--- src/rtl/dpd_pkg.sv ---
package dpd_pkg;
  typedef enum logic {ST_RUN = 1'b0, ST_DPD = 1'b1} dpdState_t;

  typedef struct packed {
    logic enterDpd;
    logic wakePin;
    logic wakeTimer;
    logic porEvt;
  } dpdStrobes_t;

  localparam int ADDR_CTRL = 0;
  localparam int ADDR_STAT = 1;
  localparam int ADDR_KEEP = 2;
endpackage

--- src/rtl/dpd_ctrl.sv ---
module dpd_ctrl
  import dpd_pkg::*;
(
  input  logic        clk,
  input  logic        rstN,
  input  logic        sleepStrobe,
  input  logic        porIn,
  input  logic        wakePinN,
  input  logic        dpdEn,
  input  logic        dbgBlock,
  input  logic        pinOff,
  input  logic        timerDone,
  output dpdStrobes_t strobes,
  output logic        inDpd,
  output logic        pdReq,
  output logic        wakePulse
);
  dpdState_t state, nextState;
  logic [2:0] pinSync;
  logic       pinFall;

  always_ff @(posedge clk or negedge rstN) begin
    if (!rstN) pinSync <= 3'b111;
    else       pinSync <= {pinSync[1:0], wakePinN};
  end
  assign pinFall = pinSync[2] & ~pinSync[1];

  always_comb begin
    strobes   = '0;
    nextState = state;
    if (porIn) begin
      strobes.porEvt = 1'b1;
      nextState      = ST_RUN;
    end else if (state == ST_RUN) begin
      if (sleepStrobe && dpdEn && !dbgBlock) begin
        strobes.enterDpd = 1'b1;
        nextState        = ST_DPD;
      end
    end else begin
      if (pinFall && !pinOff) begin
        strobes.wakePin = 1'b1;
        nextState       = ST_RUN;
      end else if (timerDone) begin
        strobes.wakeTimer = 1'b1;
        nextState         = ST_RUN;
      end
    end
  end

  always_ff @(posedge clk or negedge rstN) begin
    if (!rstN) begin
      state     <= ST_RUN;
      wakePulse <= 1'b0;
    end else begin
      state     <= nextState;
      wakePulse <= strobes.wakePin | strobes.wakeTimer;
    end
  end

  assign inDpd = (state == ST_DPD);
  assign pdReq = inDpd;

  // the wake pulse lasts one cycle
  a_r9_single_pulse: assert property (@(posedge clk) disable iff (!rstN)
    wakePulse |=> !wakePulse);
  // a wake pulse comes with the run state
  a_r9_wake_returns_run: assert property (@(posedge clk) disable iff (!rstN)
    wakePulse |-> !pdReq);
  // entry needs the sleep strobe and the enable bit
  a_r1_entry_needs_enable: assert property (@(posedge clk) disable iff (!rstN)
    $rose(pdReq) |-> $past(sleepStrobe && dpdEn));
  // the debug block bit vetoes entry
  a_r2_debug_veto: assert property (@(posedge clk) disable iff (!rstN)
    $rose(pdReq) |-> !$past(dbgBlock));
  // the pin causes no exit while it is switched off
  a_r5_pin_off_no_wake: assert property (@(posedge clk) disable iff (!rstN)
    (pinOff && !timerDone && !porIn && inDpd) |=> pdReq);
endmodule

--- src/rtl/dpd_datapath.sv ---
module dpd_datapath
  import dpd_pkg::*;
#(
  parameter int DATA_W     = 32,
  parameter int STATE_W    = 8,
  parameter int SEL_W      = 4,
  parameter int BASE_SHIFT = 7
) (
  input  logic              clk,
  input  logic              rstN,
  input  logic              regWe,
  input  logic [1:0]        regAddr,
  input  logic [DATA_W-1:0] regWdata,
  output logic [DATA_W-1:0] regRdata,
  input  logic              lsTick,
  input  dpdStrobes_t       strobes,
  input  logic              inDpd,
  output logic              dpdEn,
  output logic              dbgBlock,
  output logic              pinOff,
  output logic              timerDone
);
  localparam int CNT_W   = BASE_SHIFT + SEL_W;
  localparam int SEL_LSB = 4;

  logic               oscOff;
  logic [SEL_W-1:0]   timerSel, timerSnap;
  logic               pinFlag, tmrFlag, porFlag;
  logic [STATE_W-1:0] stateWr, stateKept;
  logic [CNT_W-1:0]   tickCnt, lastCnt;
  logic               timerRun;

  function automatic logic [CNT_W-1:0] lastCountFor(input logic [SEL_W-1:0] s);
    logic [CNT_W-1:0] v;
    v = '0;
    for (int k = SEL_W - 1; k >= 0; k--)
      if (s[k]) v = CNT_W'((64'd1 << (BASE_SHIFT + k)) - 64'd1);
    return v;
  endfunction

  // control and retained-state write
  always_ff @(posedge clk or negedge rstN) begin
    if (!rstN) begin
      dpdEn    <= 1'b0;
      pinOff   <= 1'b0;
      oscOff   <= 1'b0;
      dbgBlock <= 1'b0;
      timerSel <= '0;
      stateWr  <= '0;
    end else if (regWe) begin
      if (regAddr == 2'(ADDR_CTRL)) begin
        dpdEn    <= regWdata[0];
        pinOff   <= regWdata[1];
        oscOff   <= regWdata[2];
        dbgBlock <= regWdata[3];
        timerSel <= regWdata[SEL_LSB +: SEL_W];
      end else if (regAddr == 2'(ADDR_KEEP)) begin
        stateWr <= regWdata[STATE_W-1:0];
      end
    end
  end

  // state captured at entry and cause flags
  always_ff @(posedge clk or negedge rstN) begin
    if (!rstN) begin
      pinFlag   <= 1'b0;
      tmrFlag   <= 1'b0;
      porFlag   <= 1'b0;
      timerSnap <= '0;
      stateKept <= '0;
    end else begin
      if (strobes.enterDpd) begin
        pinFlag   <= 1'b0;
        tmrFlag   <= 1'b0;
        porFlag   <= 1'b0;
        timerSnap <= timerSel;
        stateKept <= stateWr;
      end
      if (strobes.wakePin)   pinFlag <= 1'b1;
      if (strobes.wakeTimer) tmrFlag <= 1'b1;
      if (strobes.porEvt) begin
        porFlag   <= 1'b1;
        stateKept <= '0;
      end
    end
  end

  // wakeup timer on low-speed ticks
  assign lastCnt  = lastCountFor(timerSnap);
  assign timerRun = inDpd && !oscOff && (|timerSnap);

  always_ff @(posedge clk or negedge rstN) begin
    if (!rstN)                  tickCnt <= '0;
    else if (strobes.enterDpd)  tickCnt <= '0;
    else if (timerRun && lsTick) tickCnt <= tickCnt + 1'b1;
  end

  assign timerDone = timerRun && lsTick && (tickCnt == lastCnt);

  // read mux
  always_comb begin
    regRdata = '0;
    case (regAddr)
      2'(ADDR_CTRL): begin
        regRdata[0] = dpdEn;
        regRdata[1] = pinOff;
        regRdata[2] = oscOff;
        regRdata[3] = dbgBlock;
        regRdata[SEL_LSB +: SEL_W] = timerSel;
      end
      2'(ADDR_STAT): begin
        regRdata[0] = pinFlag;
        regRdata[1] = tmrFlag;
        regRdata[2] = porFlag;
        regRdata[3] = inDpd;
        regRdata[SEL_LSB +: SEL_W] = timerSnap;
      end
      2'(ADDR_KEEP): begin
        regRdata[STATE_W-1:0]       = stateWr;
        regRdata[STATE_W +: STATE_W] = stateKept;
      end
      default: regRdata = '0;
    endcase
  end

  // entry leaves all cause flags clear
  a_r6_flags_clear_on_entry: assert property (@(posedge clk) disable iff (!rstN)
    strobes.enterDpd |=> !(pinFlag || tmrFlag || porFlag));
  // the snapshot equals the select field present at entry
  a_r7_snapshot_at_entry: assert property (@(posedge clk) disable iff (!rstN)
    strobes.enterDpd |=> timerSnap == $past(timerSel));
  // a power-on event clears the retained byte
  a_r8_por_clears_kept: assert property (@(posedge clk) disable iff (!rstN)
    strobes.porEvt |=> stateKept == '0);
  // no timed exit while the oscillator is off
  a_r4_no_timer_when_off: assert property (@(posedge clk) disable iff (!rstN)
    timerDone |-> !oscOff);
  // the counter never runs past the selected limit
  a_r3_count_in_range: assert property (@(posedge clk) disable iff (!rstN)
    timerRun |-> tickCnt <= lastCnt);
endmodule

--- src/rtl/dpd_wake_ctrl.sv ---
module dpd_wake_ctrl
  import dpd_pkg::*;
#(
  parameter int DATA_W     = 32,
  parameter int STATE_W    = 8,
  parameter int SEL_W      = 4,
  parameter int BASE_SHIFT = 7
) (
  input  logic              clk,
  input  logic              rstN,
  input  logic              regWe,
  input  logic [1:0]        regAddr,
  input  logic [DATA_W-1:0] regWdata,
  output logic [DATA_W-1:0] regRdata,
  input  logic              sleepStrobe,
  input  logic              porIn,
  input  logic              wakePinN,
  input  logic              lsTick,
  output logic              pdReq,
  output logic              wakePulse
);
  dpdStrobes_t strobes;
  logic inDpd, dpdEn, dbgBlock, pinOff, timerDone;

  dpd_ctrl u_ctrl (
    .clk(clk), .rstN(rstN), .sleepStrobe(sleepStrobe), .porIn(porIn),
    .wakePinN(wakePinN), .dpdEn(dpdEn), .dbgBlock(dbgBlock), .pinOff(pinOff),
    .timerDone(timerDone), .strobes(strobes), .inDpd(inDpd), .pdReq(pdReq),
    .wakePulse(wakePulse)
  );

  dpd_datapath #(
    .DATA_W(DATA_W), .STATE_W(STATE_W), .SEL_W(SEL_W), .BASE_SHIFT(BASE_SHIFT)
  ) u_dp (
    .clk(clk), .rstN(rstN), .regWe(regWe), .regAddr(regAddr),
    .regWdata(regWdata), .regRdata(regRdata), .lsTick(lsTick),
    .strobes(strobes), .inDpd(inDpd), .dpdEn(dpdEn), .dbgBlock(dbgBlock),
    .pinOff(pinOff), .timerDone(timerDone)
  );
endmodule

--- config.mk ---
export PLATFORM = sky130hd
export DESIGN_NAME = dpd_wake_ctrl
export DESIGN_NICKNAME = d
export VERILOG_FILES = /design/src/rtl/dpd_pkg.sv /design/src/rtl/dpd_ctrl.sv /design/src/rtl/dpd_datapath.sv /design/src/rtl/dpd_wake_ctrl.sv
export SDC_FILE = /design/constraint.sdc
export NUM_CORES = 1
export LEC_CHECK = 0
export ABC_AREA = 1
export CAP_MARGIN = 20
export CORE_UTILIZATION = 34
export CTS_BUF_LIST = sky130_fd_sc_hd__clkbuf_16
export CTS_CLUSTER_SIZE = 16
export DETAILED_ROUTE_END_ITERATION = 16
export DONT_BUFFER_PORTS = 1
export PLACE_DENSITY = 0.48
export SETUP_SLACK_MARGIN = 0.3
export SYNTH_ARGS = -nofsm -noshare
export SYNTH_HDL_FRONTEND = slang
export SYNTH_SLANG_ARGS = --single-unit
--- constraint.sdc ---
create_clock -name clk -period 1.4 [get_ports clk]
set_input_delay 0.07 -clock clk [delete_from_list [all_inputs] [get_ports clk]]
set_output_delay 0.07 -clock clk [all_outputs]
set_load 0.01 [all_outputs]
==> results.py, run 1 <==
metrics = {
    "finish": {
        "syn2layout_area_growth_pct": 25.9,
        "fin_cells": 409,
        "mostFrequentLayoutCell": "nand2_1",
        "fin_area_mm2": 0.00309,
        "num_antenna_cells": 0,
        "final_cell_mix": "46 x nand2_1, 42 x dfrtp_1, 40 x inv_1, 21 x nor2_1, 16 x conb_1",
        "layout.nets": 354,
        "layout-drive-gt1-share_pct": 28.1,
    },
    "min_path": {
        "hold_path.class": "input port to async pin",
    },
    "pwr": {
        "ir_drop_mv": 0.776,
        "powerDensity_mw_per_mm2": 1350,
        "p_leak_uw": 0.00142,
    },
    "setup_path": {
        "path_cells": "inv_1 -> nand2_2 -> nor2_8 -> nand3_4 -> nor2_4 -> nand4_1 -> nand2_1",
        "arrival_ps": 1480,
        "worstPathMaxFanout": 4,
        "rrSetupSlack_ps": 130,
        "start_kind": "flop",
        "endpoint_kind": "flop",
        "max_stage_delay_ps": 390,
        "worst-setup-path-type": "flop to flop",
        "cp_num_buf_inv": 1,
        "cp.required_ps": 1620,
        "cp_slowest_cell": "dfrtp_1",
        "cp_top_family": "simple AND/OR/NAND/NOR gates",
    },
    "synth": {
        "yosys_warnings": 0,
        "syn_avg_cell_area_um2": 8.60,
        "yosys-top-cells-area": "dfrtp_1 45%, nand2_1 8.9%, inv_1 6.9%, buf_4 4.9%, nor2_1 3.5%",
        "synthAdderAreaFrac_pct": 0.511,
        "synthSimpleGateAreaFrac_pct": 24.1,
        "synth-compound-area-share_pct": 13.1,
        "synth_xor_area_share_pct": 0.358,
        "synth_seq_cells": 47,
        "synth-main-ff-cell": "dfrtp_1",
        "synth.top_cell.area_share_pct": 44.9,
        "netlist_instances": 285,
        "async_flop_share_pct": 100,
        "synthDistinctLibCells": 33,
        "synth_mux_area_share_pct": 0,
        "yosys.area.top_type": "dfrtp_1",
        "ys_seq_area_share_pct": 48.2,
        "synth_edf_count": 0,
        "syn-cell-area_mm2": 0.00245,
        "synth_top_family_by_area": "simple AND/OR/NAND/NOR gates",
    },
    "timing": {
        "finalSetupViolCount": 0,
        "hold_viol_final": 47,
        "layout_worst_path_cycle_share_pct": 90.5,
        "rsz0062_at_grt": "true",
        "fin_skew_ps": 6.66,
        "hold-worst-slack_ps": -526,
        "max_freq_mhz": 790,
        "slew_viol_final": 0,
        "fin_crit_ps": 1270,
        "finalSetupTns_ps": 0,
    },
    "clock_network": {
        "clock-sinks": 47,
        "h-tree-depth": 2,
        "hold_buffers": 10,
        "clock_path_buffers": 2,
        "cts_tree": "built",
        "cts_buffers": 5,
        "cts_root_buf": "clkbuf_16",
        "clock_latency_ps": 290,
        "path_clk_slew_ps": 70,
    },
    "floorplan": {
        "die_y_um": 86.9,
        "io_pins": 75,
        "start_util_pct": 35.7,
        "coreArea_mm2": 0.00687,
        "std_cell_rows": 30,
        "die_area_mm2": 0.00755,
        "fp.dieW_um": 86.9,
    },
    "global_route": {
        "grt_pass1_vias": 1871,
        "antenna_found_initial": 0,
        "overflow": 0,
        "grt_util_all_layers_pct": 16.0,
        "grt_pass1_wl_um": 9180,
        "grt_max_degree": 48,
    },
    "routing": {
        "drc_errors": 0,
        "ant_nets": 0,
        "routedWlPerCell_um": 13.9,
        "via_count": 1890,
        "vias_per_cell": 4.62,
        "drtIter0Drc": 73,
        "routed_wl_um": 5690,
        "first_pass_iters": 4,
    },
    "placed_design": {
        "place_congestion": 0.756,
        "place_area_mm2": 0.00249,
        "hpwl_um": 3770,
        "portBuffers": 0,
        "dp_cells": 378,
    },
    "outcome": {
        "status": "finished, violations left",
        "violations": "hold timing",
    },
    "job": {
        "drv_cap": 0,
    },
}
-- path summary, 6_finish.rpt --
kind / startpoint / endpoint / cells past startpoint
worst max-delay path: u_dp.oscOff / u_ctrl.wakePulse / 7
worst min register to register: u_ctrl.pinSync[0] / u_ctrl.pinSync[1] / 0
max in group asynchronous: rstN / u_ctrl.pinSync[1] / 0
min in group clk: regWe / u_dp.dbgBlock / 2
worst max register to register: u_dp.oscOff / u_ctrl.wakePulse / 7
worst min-delay path: rstN / u_dp.stateWr[0] / 0
-- timing repair --
action	in CTS	in global routing
hold endpoints to repair	66	47
gates cloned	0	2
buffers inserted	3	8
gates resized for setup	13	48
pin swaps	5	7
endpoints found under the setup margin	34	35
-- Yosys cell counts (2+ instances only) --
| cell type | n |
|---|---|
| a21oi_1 | 4 |
| buf_2 | 3 |
| buf_4 | 16 |
| buf_6 | 2 |
| dfrtp_1 | 44 |
| dfstp_2 | 3 |
| inv_1 | 45 |
| nand2_1 | 58 |
| nand2_2 | 5 |
| nand3_1 | 12 |
| nand4_1 | 4 |
| nor2_1 | 23 |
| nor2_2 | 4 |
| nor2_4 | 5 |
| nor3_1 | 2 |
| o21ai_0 | 16 |
| o21ai_1 | 4 |
| o21ai_2 | 8 |
| o221ai_1 | 6 |
| o22ai_1 | 8 |
-- cell families (layout without fill, tap and decap cells) --
kind of cell	Yosys count	in the layout
AOI/OAI and AO/OA	48	48
xor gates and xnor gates	1	1
adders and majority gates	1	1
buffers and inverters	68	80
DFF	47	47
other	1	16
and+or+nand+nor	119	120
-- registers in the layout (all words and copies together) (netlist names), 3 cells and up --
name            flops
u_dp.tickCnt       11
u_dp.stateWr        8
u_ctrl.pinSync      3
u_dp.timerSel       4
u_dp.stateKept      8
u_dp.timerSnap      4
-- layout make-up --
class | count | area (um2)
timing repair buffer | 24 | 224
timing repair inverter | 1 | 11.3
clock buffer | 5 | 125
sequential | 47 | 1180
multi-input combinational | 186 | 1200
clock inverter | 3 | 38.8
tap | 96 | 120
fill | 711 | 3780
inverter | 47 | 184
-- power by group --
| group | leakage [uW] | switching [uW] | internal (uW) |
|---|---|---|---|
| sequential | 0.000607 | 177 | 1560 |
| clock | 0.0000812 | 495 | 833 |
| combinational | 0.000736 | 672 | 429 |
| total | 0.00142 | 1340 | 2830 |
-- worst reg2reg max path: cells and delay by family (launching register included) --
kind / cells / cell delay (ps)
buffers and inverters: 1 / 70
AND/OR/NAND/NOR: 6 / 730
flip-flops: 1 / 390
-- per-stage QoR --
stage / util [%] / worst slack (ps) / total power, uW
after floorplan: - / 261 / 2330
after global placement: 36.3 / 112 / 2480
after detailed placement: 36.3 / 122 / 2490
after CTS: 41.2 / 143 / 3930
after global routing: 44.9 / 39.3 / 4420
final: 44.9 / 134 / 4170
-- layer usage --
layer | vias to the layer above | GRT usage, % | wire length, um
met2 | 39 | 24.6 | 2670
met5 | - | 0 | 0
met1 | 908 | 22.4 | 2730
met3 | 4 | 3.89 | 232
li1 | 939 | - | -
met4 | 0 | 5.00 | 61
Note: power is estimated with default switching activity, not from simulation.
==> inputs of run 2 (changes only) <==
--- a/config.mk
+++ b/config.mk
@@ -5,7 +5,6 @@
 export SDC_FILE = /design/constraint.sdc
 export NUM_CORES = 1
 export LEC_CHECK = 0
-export ABC_AREA = 1
 export CAP_MARGIN = 20
 export CORE_UTILIZATION = 34
 export CTS_BUF_LIST = sky130_fd_sc_hd__clkbuf_16
==> run 2 against run 1 <==
Via count fell by 5.2%. Final area rose by 4.3%. Combinational power rose by 15%. Sequential power barely moved. The flow finishes with violations (hold timing, setup timing). Critical path type unchanged.
==> results.py, run 2 <==
metrics = {
    "outcome": {
        "status": "finished, violations left",
        "violations": "hold timing, setup timing",
    },
    "synth": {
        "yosys_warnings": 0,
        "syn-cell-area_mm2": 0.00240,
        "synth_most_common_cell": "dfrtp_1",
        "yosys-top-cells-area": "dfrtp_1 46%, mux2_2 9.4%, nand2_1 5.2%, buf_4 5.0%, mux2i_1 3.8%",
        "netlist_instances": 230,
        "synth_edf_count": 0,
        "synth.top_cell.area_share_pct": 45.9,
        "synthDistinctLibCells": 39,
        "synth_seq_cells": 47,
        "yosys.area.top_type": "dfrtp_1",
        "syn_avg_cell_area_um2": 10.4,
        "yosys-top-cells-count": "44 x dfrtp_1, 33 x nand2_1, 20 x mux2_2",
        "ys_seq_area_share_pct": 49.2,
        "async_flop_share_pct": 100,
        "synth-main-ff-cell": "dfrtp_1",
    },
    "clock_network": {
        "path_clk_slew_ps": 70,
        "h-tree-depth": 2,
        "clock_path_buffers": 2,
        "clock-sinks": 47,
        "hold_buffers": 10,
        "cts_root_buf": "clkbuf_16",
        "cts_tree": "built",
        "clock_latency_ps": 290,
        "cts_buffers": 5,
    },
    "timing": {
        "max_freq_mhz": 606,
        "fin_crit_ps": 1650,
        "hold_viol_final": 47,
        "rsz0062_at_grt": "true",
        "hold-worst-slack_ps": -523,
        "slew_viol_final": 0,
        "fin_skew_ps": 5.87,
        "layout_worst_path_cycle_share_pct": 118,
        "finalSetupTns_ps": -2150,
        "relSlewSlack_pct": 57.0,
        "worstMarginPinSlew_ps": 644,
        "finalSetupViolCount": 14,
        "fin_ws_ps": -249,
    },
    "pwr": {
        "powerDensity_mw_per_mm2": 1310,
        "ir_drop_mv": 0.624,
        "p_leak_uw": 0.00134,
    },
    "routing": {
        "drtIter0Drc": 60,
        "via_count": 1792,
        "vias_per_cell": 4.86,
        "routed_wl_um": 5740,
        "ant_nets": 0,
        "drc_errors": 0,
        "first_pass_iters": 4,
        "routedWlPerCell_um": 15.6,
    },
    "setup_path": {
        "cp_num_buf_inv": 0,
        "start_kind": "flop",
        "worstPathMaxFanout": 4,
        "rr_startpoint": "u_dp.timerSnap[1]",
        "r2r_cells": 4,
        "rrSetupSlack_ps": -250,
        "r2r-end": "u_ctrl.inDpd",
        "arrival_ps": 1830,
        "max_stage_delay_ps": 420,
        "path_cells": "or3_4 -> a2111oi_4 -> o211ai_1 -> a41o_2",
        "cp.required_ps": 1580,
        "cp_top_family": "compound AO/OA/AOI/OAI gates",
        "worst-setup-path-type": "flop to flop",
        "endpoint_kind": "flop",
        "cp_slowest_cell": "dfrtp_1",
    },
    "finish": {
        "fillers": 659,
        "num_antenna_cells": 0,
        "largest_reg_flops": 11,
        "final_core_util_pct": 47.4,
        "layout.nets": 314,
        "largestRegisters": "u_dp.tickCnt (11), u_dp.stateKept (8), u_dp.stateWr (8)",
        "syn2layout_area_growth_pct": 34.2,
        "mostFrequentLayoutCell": "dfrtp_1",
        "top_register": "u_dp.tickCnt",
        "layout-drive-gt1-share_pct": 45.4,
        "final_cell_mix": "43 x dfrtp_1, 28 x buf_4, 20 x nand2_1, 16 x mux2_2, 16 x conb_1",
    },
    "global_route": {
        "grt_max_degree": 48,
        "grt_pass1_wl_um": 9290,
        "overflow": 0,
        "antenna_found_initial": 0,
        "grt_pass1_vias": 1881,
        "grt_util_all_layers_pct": 16.7,
    },
    "floorplan": {
        "die_y_um": 86.0,
        "die_area_mm2": 0.00739,
        "io_pins": 75,
        "fp.dieW_um": 86.0,
        "coreArea_mm2": 0.00679,
        "std_cell_rows": 30,
        "start_util_pct": 35.3,
    },
    "min_path": {
        "hold_path.class": "input port to async pin",
    },
    "placed_design": {
        "place_congestion": 0.792,
        "portBuffers": 0,
        "hpwl_um": 3910,
    },
    "job": {
        "drv_cap": 0,
    },
}
==> run 2: routing by layer <==
metal  routed length [um]  GRT usage [%]  share of wire, %
met5                    0              0                 0
met4                   67           5.45               1.2
met3                  202           3.85               3.5
met2                 2730           27.9                47
met1                 2750           21.3                48
==> run 2: worst max path at each step <==
stage                      startpoint           end  slack (ps)  cells past startpoint
finish              u_dp.timerSnap[1]  u_ctrl.inDpd        -250                      4
detailed placement  u_dp.timerSnap[2]  u_ctrl.inDpd        -290                      4
floorplan           u_dp.timerSnap[1]  u_ctrl.inDpd        -250                      5
global route        u_dp.timerSnap[1]  u_ctrl.inDpd        -340                      4
CTS                 u_dp.timerSnap[1]  u_ctrl.inDpd        -290                      4
global placement    u_dp.timerSnap[2]  u_ctrl.inDpd        -250                      4
==> run 2: layout make-up <==
class	count	area, um2	share of cell area [%]
flip-flops and latches	47	1180	36.7
multi-input cells	170	1360	42.2
well taps	96	120	3.73
clock buffers	5	125	3.89
clock inverters	3	20.0	0.622
inverters	2	7.51	0.233
repair buffers	46	407	12.6
==> run 2: power breakdown <==
group,leakage [uW],internal [uW],switching [uW]
clock,0.0000716,662,528
sequential,0.000595,1560,202
combinational,0.000675,703,566
==> run 2: timing repair <==
item,4_1_cts,5_1_grt
cloned,0,0
setup endpoints to repair,36,36
pin swaps,7,8
hold endpoints to repair,75,47
setup buffers,3,0
resized for setup,44,19
==> run 2: kinds of logic (layout without fill, tap and decap cells) <==
kind of cell    Yosys count  in the layout  synth area share [%]
mux                      29             29                  13.1
flops                    47             47                  49.2
other cells               1             16                 0.156
compound gates           31             31                  7.20
simple gates             85             85                  19.6
buf+inv                  28             56                  7.30
fa+ha+maj                 1              1                 0.522
xor+xnor                  8              8                  2.92
==> run 2: through the flow <==
stage	area [um2]	cells	hold slack, ps	power [uW]	setup slack (ps)
2_1_floorplan	2580	245	-226	2430	-251
3_3_place_gp	2750	348	-224	2710	-253
3_5_place_dp	2750	348	-223	2730	-287
4_1_cts	3140	369	-531	4170	-291
5_1_grt	3220	369	-537	4420	-339
6_report	3220	369	-523	4220	-249
==> inputs of run 3 (changes only) <==
--- a/config.mk
+++ b/config.mk
@@ -7,7 +7,8 @@
 export LEC_CHECK = 0
 export CAP_MARGIN = 20
 export CORE_UTILIZATION = 34
-export CTS_BUF_LIST = sky130_fd_sc_hd__clkbuf_16
+export CTS_BUF_LIST = sky130_fd_sc_hd__clkbuf_8
+export CTS_CLUSTER_DIAMETER = 200
 export CTS_CLUSTER_SIZE = 16
 export DETAILED_ROUTE_END_ITERATION = 16
 export DONT_BUFFER_PORTS = 1
==> run 3 against run 2 <==
The flow still finishes with violations (hold timing, setup timing). Maximum frequency decreased by 0.25%. Die area unchanged. Combinational power about the same. First-iteration DRC count decreased by 12%. Total power decreased by 7.9%. Sequential cell count unchanged. Clock power decreased by 29%. Largest power group unchanged.
==> results.py, run 3 (synthesized netlist as in run 2, its figures left out) <==
metrics = {
    "clock_network": {
        "clock-sinks": 47,
        "cts_root_buf": "clkbuf_8",
        "cts_buffers": 5,
        "clock_latency_ps": 310,
        "hold_buffers": 10,
        "path_clk_slew_ps": 90,
        "cts_tree": "built",
        "h-tree-depth": 2,
        "clock_path_buffers": 2,
    },
    "global_route": {
        "antenna_found_initial": 0,
        "grt_util_all_layers_pct": 16.8,
        "overflow": 0,
        "grt_max_degree": 48,
        "grt_pass1_wl_um": 9370,
        "grt_pass1_vias": 1878,
    },
    "placed_design": {
        "place_congestion": 0.792,
        "place_area_mm2": 0.00275,
        "hpwl_um": 3910,
        "portBuffers": 0,
    },
    "setup_path": {
        "r2r-end": "u_ctrl.inDpd",
        "r2r_cells": 4,
        "rrSetupSlack_ps": -250,
        "worst-setup-path-type": "flop to flop",
        "arrival_ps": 1860,
        "rr_startpoint": "u_dp.timerSnap[1]",
        "start_kind": "flop",
        "endpoint_kind": "flop",
        "worstPathMaxFanout": 4,
        "cp.required_ps": 1600,
    },
    "timing": {
        "rsz0062_at_grt": "true",
        "max_freq_mhz": 605,
        "hold_viol_final": 47,
        "fin_skew_ps": 6.38,
        "worstMarginPinSlew_ps": 651,
        "fin_ws_ps": -253,
        "slew_viol_final": 0,
        "relSlewSlack_pct": 56.6,
        "fin_crit_ps": 1650,
        "layout_worst_path_cycle_share_pct": 118,
        "hold-worst-slack_ps": -551,
        "finalSetupViolCount": 16,
    },
    "finish": {
        "multi_input_area_mm2": 0.00136,
        "num_antenna_cells": 0,
        "final_cell_mix": "43 x dfrtp_1, 29 x buf_4, 21 x nand2_1, 16 x mux2_2, 16 x conb_1",
        "layout.nets": 315,
        "layout-drive-gt1-share_pct": 45.3,
        "largest_reg_flops": 11,
        "mostFrequentLayoutCell": "dfrtp_1",
        "fillers": 664,
        "top_register": "u_dp.tickCnt",
        "seq_area_mm2": 0.00118,
        "syn2layout_area_growth_pct": 32.2,
        "largestRegisters": "u_dp.tickCnt (11), u_dp.stateKept (8), u_dp.stateWr (8)",
        "final_core_util_pct": 46.7,
        "fin_area_mm2": 0.00317,
    },
    "routing": {
        "drtIter0Drc": 53,
        "drc_errors": 0,
        "ant_nets": 0,
        "via_count": 1776,
        "routed_wl_um": 5790,
        "vias_per_cell": 4.80,
        "routedWlPerCell_um": 15.6,
        "first_pass_iters": 4,
    },
    "pwr": {
        "switching_share_pct": 32.5,
        "netSwitchingPower_uw": 1260,
        "powerDensity_mw_per_mm2": 1230,
        "p_clk_share_pct": 21.8,
        "p_int_uw": 2620,
        "p_leak_uw": 0.00132,
        "combPwrFrac_pct": 32.9,
        "power_frac_seq_pct": 45.3,
        "p_total_uw": 3890,
        "ir_drop_mv": 0.533,
    },
    "outcome": {
        "status": "finished, violations left",
        "violations": "hold timing, setup timing",
    },
    "floorplan": {
        "io_pins": 75,
        "fp.dieW_um": 86.0,
        "coreArea_mm2": 0.00679,
        "die_y_um": 86.0,
        "start_util_pct": 35.3,
        "die_area_mm2": 0.00739,
        "std_cell_rows": 30,
    },
    "job": {
        "drv_cap": 0,
    },
    "min_path": {
        "hold_path.class": "input port to async pin",
    },
}
run 3: changes by cell type in the layout (fill, tap and decap cells not counted):
cell       previous run  this run
clkbuf_8              0         5
nand2_1              20        21
nand2_4               0         1
buf_4                28        29
clkbuf_16             5         0
nand2_2              13        11
run 3: power groups by stage:
stage	registers [uW]	logic, uW	clock network (uW)
2_1_floorplan	1730	693	0
3_3_place_gp	1740	967	0
3_5_place_dp	1750	982	0
4_1_cts	1740	1210	875
5_1_grt	1790	1380	924
6_report	1760	1280	846
run 3: routing by layer:
| layer | wire length (um) | global-route usage [%] | share of wire [%] |
|---|---|---|---|
| met1 | 2760 | 21.4 | 48 |
| met2 | 2770 | 28.3 | 48 |
| met3 | 189 | 3.27 | 3.3 |
| met5 | 0 | 0 | 0 |
| met4 | 65 | 6.36 | 1.1 |
run 3: timing repair:
| item | 4_1_cts | 5_1_grt |
|---|---|---|
| hold endpoints to repair | 76 | 47 |
| setup buffers | 4 | 0 |
| gates cloned | 0 | 0 |
| setup endpoints to repair | 36 | 36 |
| pin swaps | 7 | 8 |
| resized for setup | 44 | 19 |
run 3: final cells by class:
| type | count | area share (%) |
|---|---|---|
| tap | 96 | 3.79 |
| clock inverter | 3 | 0.631 |
| clock buffer | 5 | 2.17 |
| sequential | 47 | 37.2 |
| inverter | 2 | 0.237 |
| timing repair buffer | 47 | 13.1 |
| multi-input combinational | 170 | 42.9 |
run 3: critical path, cell delays in order, from the launching register on:
cell	delay, ps
dfrtp_1	430
or3_4	390
a2111oi_4	290
o211ai_1	200
a41o_2	250
run 3: through the flow:
stage,setup TNS [ps],instances,worst slack [ps]
6_report,-2050,370,-253
5_1_grt,-3790,370,-337
4_1_cts,-2060,370,-293
3_5_place_dp,-1830,348,-287
3_3_place_gp,-1660,348,-253
2_1_floorplan,-1350,245,-251
run 3: worst max path at each step:
stage	slack (ps)	cells after the start	end	start
2_1_floorplan	-250	5	u_ctrl.inDpd	u_dp.timerSnap[1]
3_3_place_gp	-250	4	u_ctrl.inDpd	u_dp.timerSnap[2]
3_5_place_dp	-290	4	u_ctrl.inDpd	u_dp.timerSnap[2]
4_1_cts	-290	4	u_ctrl.inDpd	u_dp.timerSnap[1]
5_1_grt	-340	4	u_ctrl.inDpd	u_dp.timerSnap[1]
6_report	-250	4	u_ctrl.inDpd	u_dp.timerSnap[1]
